### src/rtl/psat_pkg.sv
package psat_pkg;
  localparam int unsigned DATA_W = 64;
  localparam int unsigned BYTE_W = 8;
  localparam int unsigned NBYTES = DATA_W / BYTE_W;
  localparam int unsigned IDX_W  = $clog2(NBYTES);

  typedef enum logic [1:0] {SZ_B8, SZ_B16, SZ_B32, SZ_B64} lane_sz_e;
  typedef enum logic [1:0] {MD_WRAP, MD_SSAT, MD_USAT, MD_RSVD} sat_md_e;
  typedef enum logic {OP_ADD, OP_SUB} op_e;
endpackage

### src/rtl/psat_lane_decode.sv
module psat_lane_decode
  import psat_pkg::*;
(
  input  logic [1:0]        size_i,
  input  logic [1:0]        mode_i,
  output logic [IDX_W-1:0]  grp_m1_o,
  output logic [NBYTES-1:0] start_o,
  output logic [NBYTES-1:0] last_o,
  output logic              ssat_o,
  output logic              usat_o
);
  logic narrow;

  always_comb begin
    // bytes per lane minus one: 0,1,3,7
    grp_m1_o = IDX_W'((1 << size_i) - 1);
    for (int i = 0; i < NBYTES; i++) begin
      start_o[i] = (IDX_W'(i) & grp_m1_o) == '0;
      last_o[i]  = (IDX_W'(i) & grp_m1_o) == grp_m1_o;
    end
    narrow = (size_i == SZ_B8) || (size_i == SZ_B16);
    ssat_o = narrow && (mode_i == MD_SSAT);
    usat_o = narrow && (mode_i == MD_USAT);
  end
endmodule

### src/rtl/psat_carry_chain.sv
module psat_carry_chain
  import psat_pkg::*;
(
  input  logic [DATA_W-1:0] a_i,
  input  logic [DATA_W-1:0] b_i,
  input  logic              sub_i,
  input  logic [NBYTES-1:0] start_i,
  output logic [DATA_W-1:0] sum_o,
  output logic [NBYTES-1:0] cout_o,
  output logic [NBYTES-1:0] sovf_o,
  output logic [NBYTES-1:0] amsb_o
);
  always_comb begin
    logic              c;
    logic [BYTE_W:0]   t;
    logic [BYTE_W-1:0] aa;
    logic [BYTE_W-1:0] bb;
    c = 1'b0;
    for (int i = 0; i < NBYTES; i++) begin
      aa = a_i[i*BYTE_W +: BYTE_W];
      bb = b_i[i*BYTE_W +: BYTE_W] ^ {BYTE_W{sub_i}};
      // chain restarts at each lane start; carry-in of 1 completes two's complement
      if (start_i[i]) c = sub_i;
      t = {1'b0, aa} + {1'b0, bb} + {{BYTE_W{1'b0}}, c};
      sum_o[i*BYTE_W +: BYTE_W] = t[BYTE_W-1:0];
      cout_o[i] = t[BYTE_W];
      sovf_o[i] = (aa[BYTE_W-1] == bb[BYTE_W-1]) && (t[BYTE_W-1] != aa[BYTE_W-1]);
      amsb_o[i] = aa[BYTE_W-1];
      c = t[BYTE_W];
    end
  end
endmodule

### src/rtl/psat_clamp.sv
module psat_clamp
  import psat_pkg::*;
(
  input  logic [DATA_W-1:0] sum_i,
  input  logic [NBYTES-1:0] cout_i,
  input  logic [NBYTES-1:0] sovf_i,
  input  logic [NBYTES-1:0] amsb_i,
  input  logic [NBYTES-1:0] last_i,
  input  logic [IDX_W-1:0]  grp_m1_i,
  input  logic              ssat_i,
  input  logic              usat_i,
  input  logic              sub_i,
  output logic [DATA_W-1:0] res_o,
  output logic [NBYTES-1:0] sat_o
);
  logic [NBYTES-1:0] lane_hit;

  always_comb begin
    for (int j = 0; j < NBYTES; j++) begin
      lane_hit[j] = last_i[j] &
                    ((ssat_i & sovf_i[j]) | (usat_i & (sub_i ? ~cout_i[j] : cout_i[j])));
    end
  end

  for (genvar i = 0; i < NBYTES; i++) begin : g_byte
    localparam logic [IDX_W-1:0] IDX = IDX_W'(i);
    logic [IDX_W-1:0]  end_idx;
    logic              top, neg;
    logic [BYTE_W-1:0] cval;

    always_comb begin
      end_idx = IDX | grp_m1_i;
      top     = (IDX == end_idx);
      neg     = amsb_i[end_idx];
      if (ssat_i) begin
        // overflow direction follows the sign of the first operand
        if (top) cval = neg ? {1'b1, {(BYTE_W-1){1'b0}}} : {1'b0, {(BYTE_W-1){1'b1}}};
        else     cval = neg ? '0 : '1;
      end else begin
        cval = sub_i ? '0 : '1;
      end
      sat_o[i] = lane_hit[end_idx];
      res_o[i*BYTE_W +: BYTE_W] = sat_o[i] ? cval : sum_i[i*BYTE_W +: BYTE_W];
    end
  end
endmodule

### src/rtl/psat_add_unit.sv
module psat_add_unit
  import psat_pkg::*;
(
  input  logic              clk_i,
  input  logic              rst_ni,
  input  logic              valid_i,
  input  logic              op_i,
  input  logic [1:0]        size_i,
  input  logic [1:0]        mode_i,
  input  logic [DATA_W-1:0] a_i,
  input  logic [DATA_W-1:0] b_i,
  output logic              valid_o,
  output logic [DATA_W-1:0] res_o,
  output logic [NBYTES-1:0] sat_o
);
  logic [IDX_W-1:0]  grp_m1;
  logic [NBYTES-1:0] start, last, cout, sovf, amsb, sat_d;
  logic              ssat, usat, sub;
  logic [DATA_W-1:0] sum, res_d;

  assign sub = (op_i == OP_SUB);

  psat_lane_decode i_decode (
    .size_i  (size_i),
    .mode_i  (mode_i),
    .grp_m1_o(grp_m1),
    .start_o (start),
    .last_o  (last),
    .ssat_o  (ssat),
    .usat_o  (usat)
  );

  psat_carry_chain i_chain (
    .a_i    (a_i),
    .b_i    (b_i),
    .sub_i  (sub),
    .start_i(start),
    .sum_o  (sum),
    .cout_o (cout),
    .sovf_o (sovf),
    .amsb_o (amsb)
  );

  psat_clamp i_clamp (
    .sum_i   (sum),
    .cout_i  (cout),
    .sovf_i  (sovf),
    .amsb_i  (amsb),
    .last_i  (last),
    .grp_m1_i(grp_m1),
    .ssat_i  (ssat),
    .usat_i  (usat),
    .sub_i   (sub),
    .res_o   (res_d),
    .sat_o   (sat_d)
  );

  always_ff @(posedge clk_i or negedge rst_ni) begin
    if (!rst_ni) begin
      valid_o <= 1'b0;
      res_o   <= '0;
      sat_o   <= '0;
    end else begin
      valid_o <= valid_i;
      if (valid_i) begin
        res_o <= res_d;
        sat_o <= sat_d;
      end
    end
  end

  a_r2_valid_rise: assert property (@(posedge clk_i) disable iff (!rst_ni)
    valid_i |=> valid_o);
  a_r2_valid_fall: assert property (@(posedge clk_i) disable iff (!rst_ni)
    !valid_i |=> !valid_o);
  a_r2_hold: assert property (@(posedge clk_i) disable iff (!rst_ni)
    !valid_i |=> ($stable(res_o) && $stable(sat_o)));
  a_r3_lane0_wrap: assert property (@(posedge clk_i) disable iff (!rst_ni)
    (valid_i && mode_i == MD_WRAP && op_i == OP_ADD && size_i == SZ_B8)
    |=> res_o[7:0] == $past(a_i[7:0] + b_i[7:0]));
  a_r5_s16_ceiling: assert property (@(posedge clk_i) disable iff (!rst_ni)
    (valid_i && mode_i == MD_SSAT && op_i == OP_ADD && size_i == SZ_B16 &&
     !a_i[15] && !b_i[15] && (({1'b0, a_i[15:0]} + {1'b0, b_i[15:0]}) >= 17'h08000))
    |=> (res_o[15:0] == 16'h7fff && sat_o[1:0] == 2'b11));
  a_r6_u8_floor: assert property (@(posedge clk_i) disable iff (!rst_ni)
    (valid_i && mode_i == MD_USAT && op_i == OP_SUB && size_i == SZ_B8 && a_i[7:0] < b_i[7:0])
    |=> (res_o[7:0] == 8'h00 && sat_o[0]));
  a_r7_no_flag_wide: assert property (@(posedge clk_i) disable iff (!rst_ni)
    (valid_i && (size_i == SZ_B32 || size_i == SZ_B64 || mode_i == MD_WRAP || mode_i == MD_RSVD))
    |=> sat_o == '0);
  a_r8_flag_uniform16: assert property (@(posedge clk_i) disable iff (!rst_ni)
    (valid_i && size_i == SZ_B16)
    |=> (sat_o[0] == sat_o[1] && sat_o[2] == sat_o[3] &&
         sat_o[4] == sat_o[5] && sat_o[6] == sat_o[7]));
endmodule

### config.mk
export PLATFORM = sky130hd
export DESIGN_NAME = psat_add_unit
export DESIGN_NICKNAME = d
export VERILOG_FILES = /design/src/rtl/psat_pkg.sv /design/src/rtl/psat_lane_decode.sv /design/src/rtl/psat_carry_chain.sv /design/src/rtl/psat_clamp.sv /design/src/rtl/psat_add_unit.sv
export SDC_FILE = /design/constraint.sdc
export NUM_CORES = 1
export LEC_CHECK = 0
export BUFFER_PORTS_ARGS = -buffer_cell sky130_fd_sc_hd__clkbuf_2
export CORE_ASPECT_RATIO = 1.75
export CORE_UTILIZATION = 55
export DETAILED_ROUTE_END_ITERATION = 12
export PLACE_DENSITY = 0.82
export SYNTH_ARGS = -nofsm -noshare
export SYNTH_HDL_FRONTEND = slang
export SYNTH_HIERARCHICAL = 1
export SYNTH_SLANG_ARGS = --single-unit
export TNS_END_PERCENT = 10
### constraint.sdc
create_clock -name clk_i -period 1 [get_ports clk_i]
set_input_delay 0.25 -clock clk_i [delete_from_list [all_inputs] [get_ports clk_i]]
set_output_delay 0.25 -clock clk_i [all_outputs]
set_load 0.05 [all_outputs]
==> impl_metrics.env <==
export IMPL_hold_slack_ns=0.233
export IMPL_grt_pass1_wl_um=49200
export IMPL_wl_per_cell_um=23.8
export IMPL_cts_inserted_buffers=9
export IMPL_start_util_pct=56.5
export IMPL_portBuffers=208
export IMPL_vias_per_cell=6.26
export IMPL_hold_viol=0
export IMPL_status="complete, but fails checks"
export IMPL_hp_class="primary input to async pin"
export IMPL_post_place_ws_ns=-12.84
export IMPL_synthTopCellsByCount="mux2_4, dfrtp_1, xor2_1"
export IMPL_drc_errors=0
export IMPL_nNetsFinal=1530
export IMPL_critPathLaunchType="primary input"
export IMPL_synthFlopType="dfrtp_1"
export IMPL_syn_area_per_cell_um2=9.51
export IMPL_cts_tree="yes"
export IMPL_cp_top_family="adder cells"
export IMPL_yosysWarnings=6
export IMPL_ys_ff_latch=73
export IMPL_placed_cell_area_mm2=0.0106
export IMPL_clock_path_buffers=2
export IMPL_via_count=9428
export IMPL_clk_pin_slew_ns=0.08
export IMPL_rsz0062_at_grt="true"
export IMPL_synth_top_area_share_pct=22.5
export IMPL_gp_congestion=0.912
export IMPL_path_max_fanout=4
export IMPL_die_x_um=93.8
export IMPL_finClkSkew_ns=0
export IMPL_antenna_found_initial=2
export IMPL_worst_path_most_repeated_cell="buf_4"
export IMPL_cp_arrival_ns=14.12
export IMPL_core_mm2=0.0144
export IMPL_p_leak_nw=6.69
export IMPL_timing_critical_path_buf_inv=30
export IMPL_rrSetupSlack_ns=0.09
export IMPL_ys_types=58
export IMPL_fin_ws_ns=-12.89
export IMPL_worst_setup_path_type="primary input to flip-flop"
export IMPL_async_flop_share_pct=100
export IMPL_htree_levels=3
export IMPL_violations="negative setup slack"
export IMPL_tightest_slew_ns=0.842
export IMPL_area_delta_synth_final_pct=55.7
export IMPL_synth_enable_flop_cells=0
export IMPL_relSlewSlack_pct=43.5
export IMPL_grt_pass1_vias=9956
export IMPL_period_needed_ns=13.89
export IMPL_num_io_pins=209
export IMPL_drtPass1Iterations=6
export IMPL_synthTopCellsByArea="dfrtp_1, mux2_4, ha_1"
export IMPL_fmax_mhz=72.0
export IMPL_die_h_um=163
export IMPL_cp_end_kind="flip-flop"
export IMPL_drive_gt1_share_pct=52.2
export IMPL_report_final_setup_viol=145
export IMPL_grt_max_degree=73
export IMPL_fin_area_mm2=0.0126
export IMPL_clk_insertion_delay_late_ns=0.34
export IMPL_power_density_mw_per_mm2=1940
export IMPL_dpl_hpwl_um=18700
export IMPL_syn_cell_area_mm2=0.00812
export IMPL_finalMaxSlewViolations=0
export IMPL_fillers=639
export IMPL_ant_nets=0
export IMPL_cts_root_buf="clkbuf_16"
export IMPL_clkSinkCount=73
export IMPL_grt_overflow=0
export IMPL_finalCritPeriodShare_pct=1390
export IMPL_critPathRequiredTime_ns=1.23
export IMPL_drt_initial_drc_count=802
export IMPL_drt_wl_total_um=35800
export IMPL_ys_seq_area_share_pct=22.5
export IMPL_num_rows=58
export IMPL_irDropWorstVdd_v=0.00170
export IMPL_post_synth_top_count_cell="mux2_4"
export IMPL_crit_slowest_cell="fa_2"
export IMPL_synth_top_area_cell="dfrtp_1"
export IMPL_final_util_pct=88.0
export IMPL_netlist_instances=854
export IMPL_cpPeakStageDelay_ns=0.45
export IMPL_grt_usage_pct=42.5
export IMPL_drv_cap=0
export IMPL_die_area_mm2=0.0153
==> placed cells by master (no fill, tap or decap), types with 13 or more instances in the layout <==
| master | count |
|---|---|
| mux2_4 | 81 |
| xnor2_1 | 31 |
| ha_1 | 57 |
| clkbuf_2 | 131 |
| nand2_1 | 46 |
| a21oi_1 | 30 |
| xor2_1 | 71 |
| buf_8 | 72 |
| o21a_1 | 22 |
| inv_1 | 52 |
| dfrtp_1 | 72 |
| fa_2 | 16 |
| a21o_1 | 50 |
| buf_4 | 288 |
| nor2_1 | 57 |
| o21ai_0 | 46 |
| o31a_1 | 13 |
==> area by class of cell <==
type                    count  area, um2  share of cell area [%]
multi-input cells         671       5900                    46.7
repair buffers            512       4210                    33.3
flip-flops and latches     73       1830                    14.5
clock buffers              10        239                    1.89
well taps                 180        225                    1.78
inverters                  54        203                    1.60
clock inverters             5       31.3                   0.247
diodes                      2       5.00                  0.0396
==> stage by stage <==
| step | power (mW) | std cells | TNS [ns] |
|---|---|---|---|
| CTS | 22.2 | 1474 | -855.76 |
| floorplan | 13.1 | 855 | -818.91 |
| global route | 25.4 | 1507 | -939.03 |
| finish | 24.5 | 1507 | -913.07 |
| global placement | 16.4 | 1384 | -863.58 |
| detailed placement | 16.7 | 1384 | -905.90 |
==> registers in the layout, indices dropped and copies added, names as in the netlist <==
register	count
res_o	64
sat_o	8
valid_o	1
==> final timing paths <==
path | start | to | depth (start not counted)
worst min-delay path | rst_ni | res_o[58] | 2
worst max register to register | res_o[63] | res_o[63] | 1
max in group asynchronous | rst_ni | res_o[20] | 3
worst min register to register | res_o[24] | res_o[24] | 1
worst max-delay path | op_i | res_o[54] | 81
min in group clk_i | valid_i | res_o[41] | 2
==> what timing repair did <==
action / 4_1_cts / 5_1_grt
pin swaps: 17 / 26
gates resized for setup: 168 / 116
buffers inserted: 73 / 30
endpoints found under the hold margin: 73 / 0
cloned: 1 / 1
hold buffers: 1 / 0
endpoints found under the setup margin: 145 / 145
==> logic make-up after synthesis <==
family | count (synthesis) | share of synthesized area (%)
AO/OA/AOI/OAI | 228 | 18.7
XOR/XNOR | 106 | 11.4
flip-flops | 73 | 22.5
AND/OR/NAND/NOR | 164 | 9.40
other | 1 | 0.0462
adder cells (fa/ha/maj) | 73 | 12.7
buffers and inverters | 111 | 7.94
multiplexers | 98 | 17.2
==> routing by layer <==
metal	track usage, %	vias to the layer above	routed length [um]
met1	40.5	4421	11000
li1	-	3880	-
met3	10.5	359	3030
met5	0	-	0
met4	38.0	0	4080
met2	73.5	768	17700
==> power breakdown <==
part           internal (mW)  switching [mW]  leakage, nW
clock network           1.73            1.43        0.135
registers               3.90            1.12        0.862
logic                   7.97            8.40         5.69
Note: power is estimated with default switching activity, not from simulation.
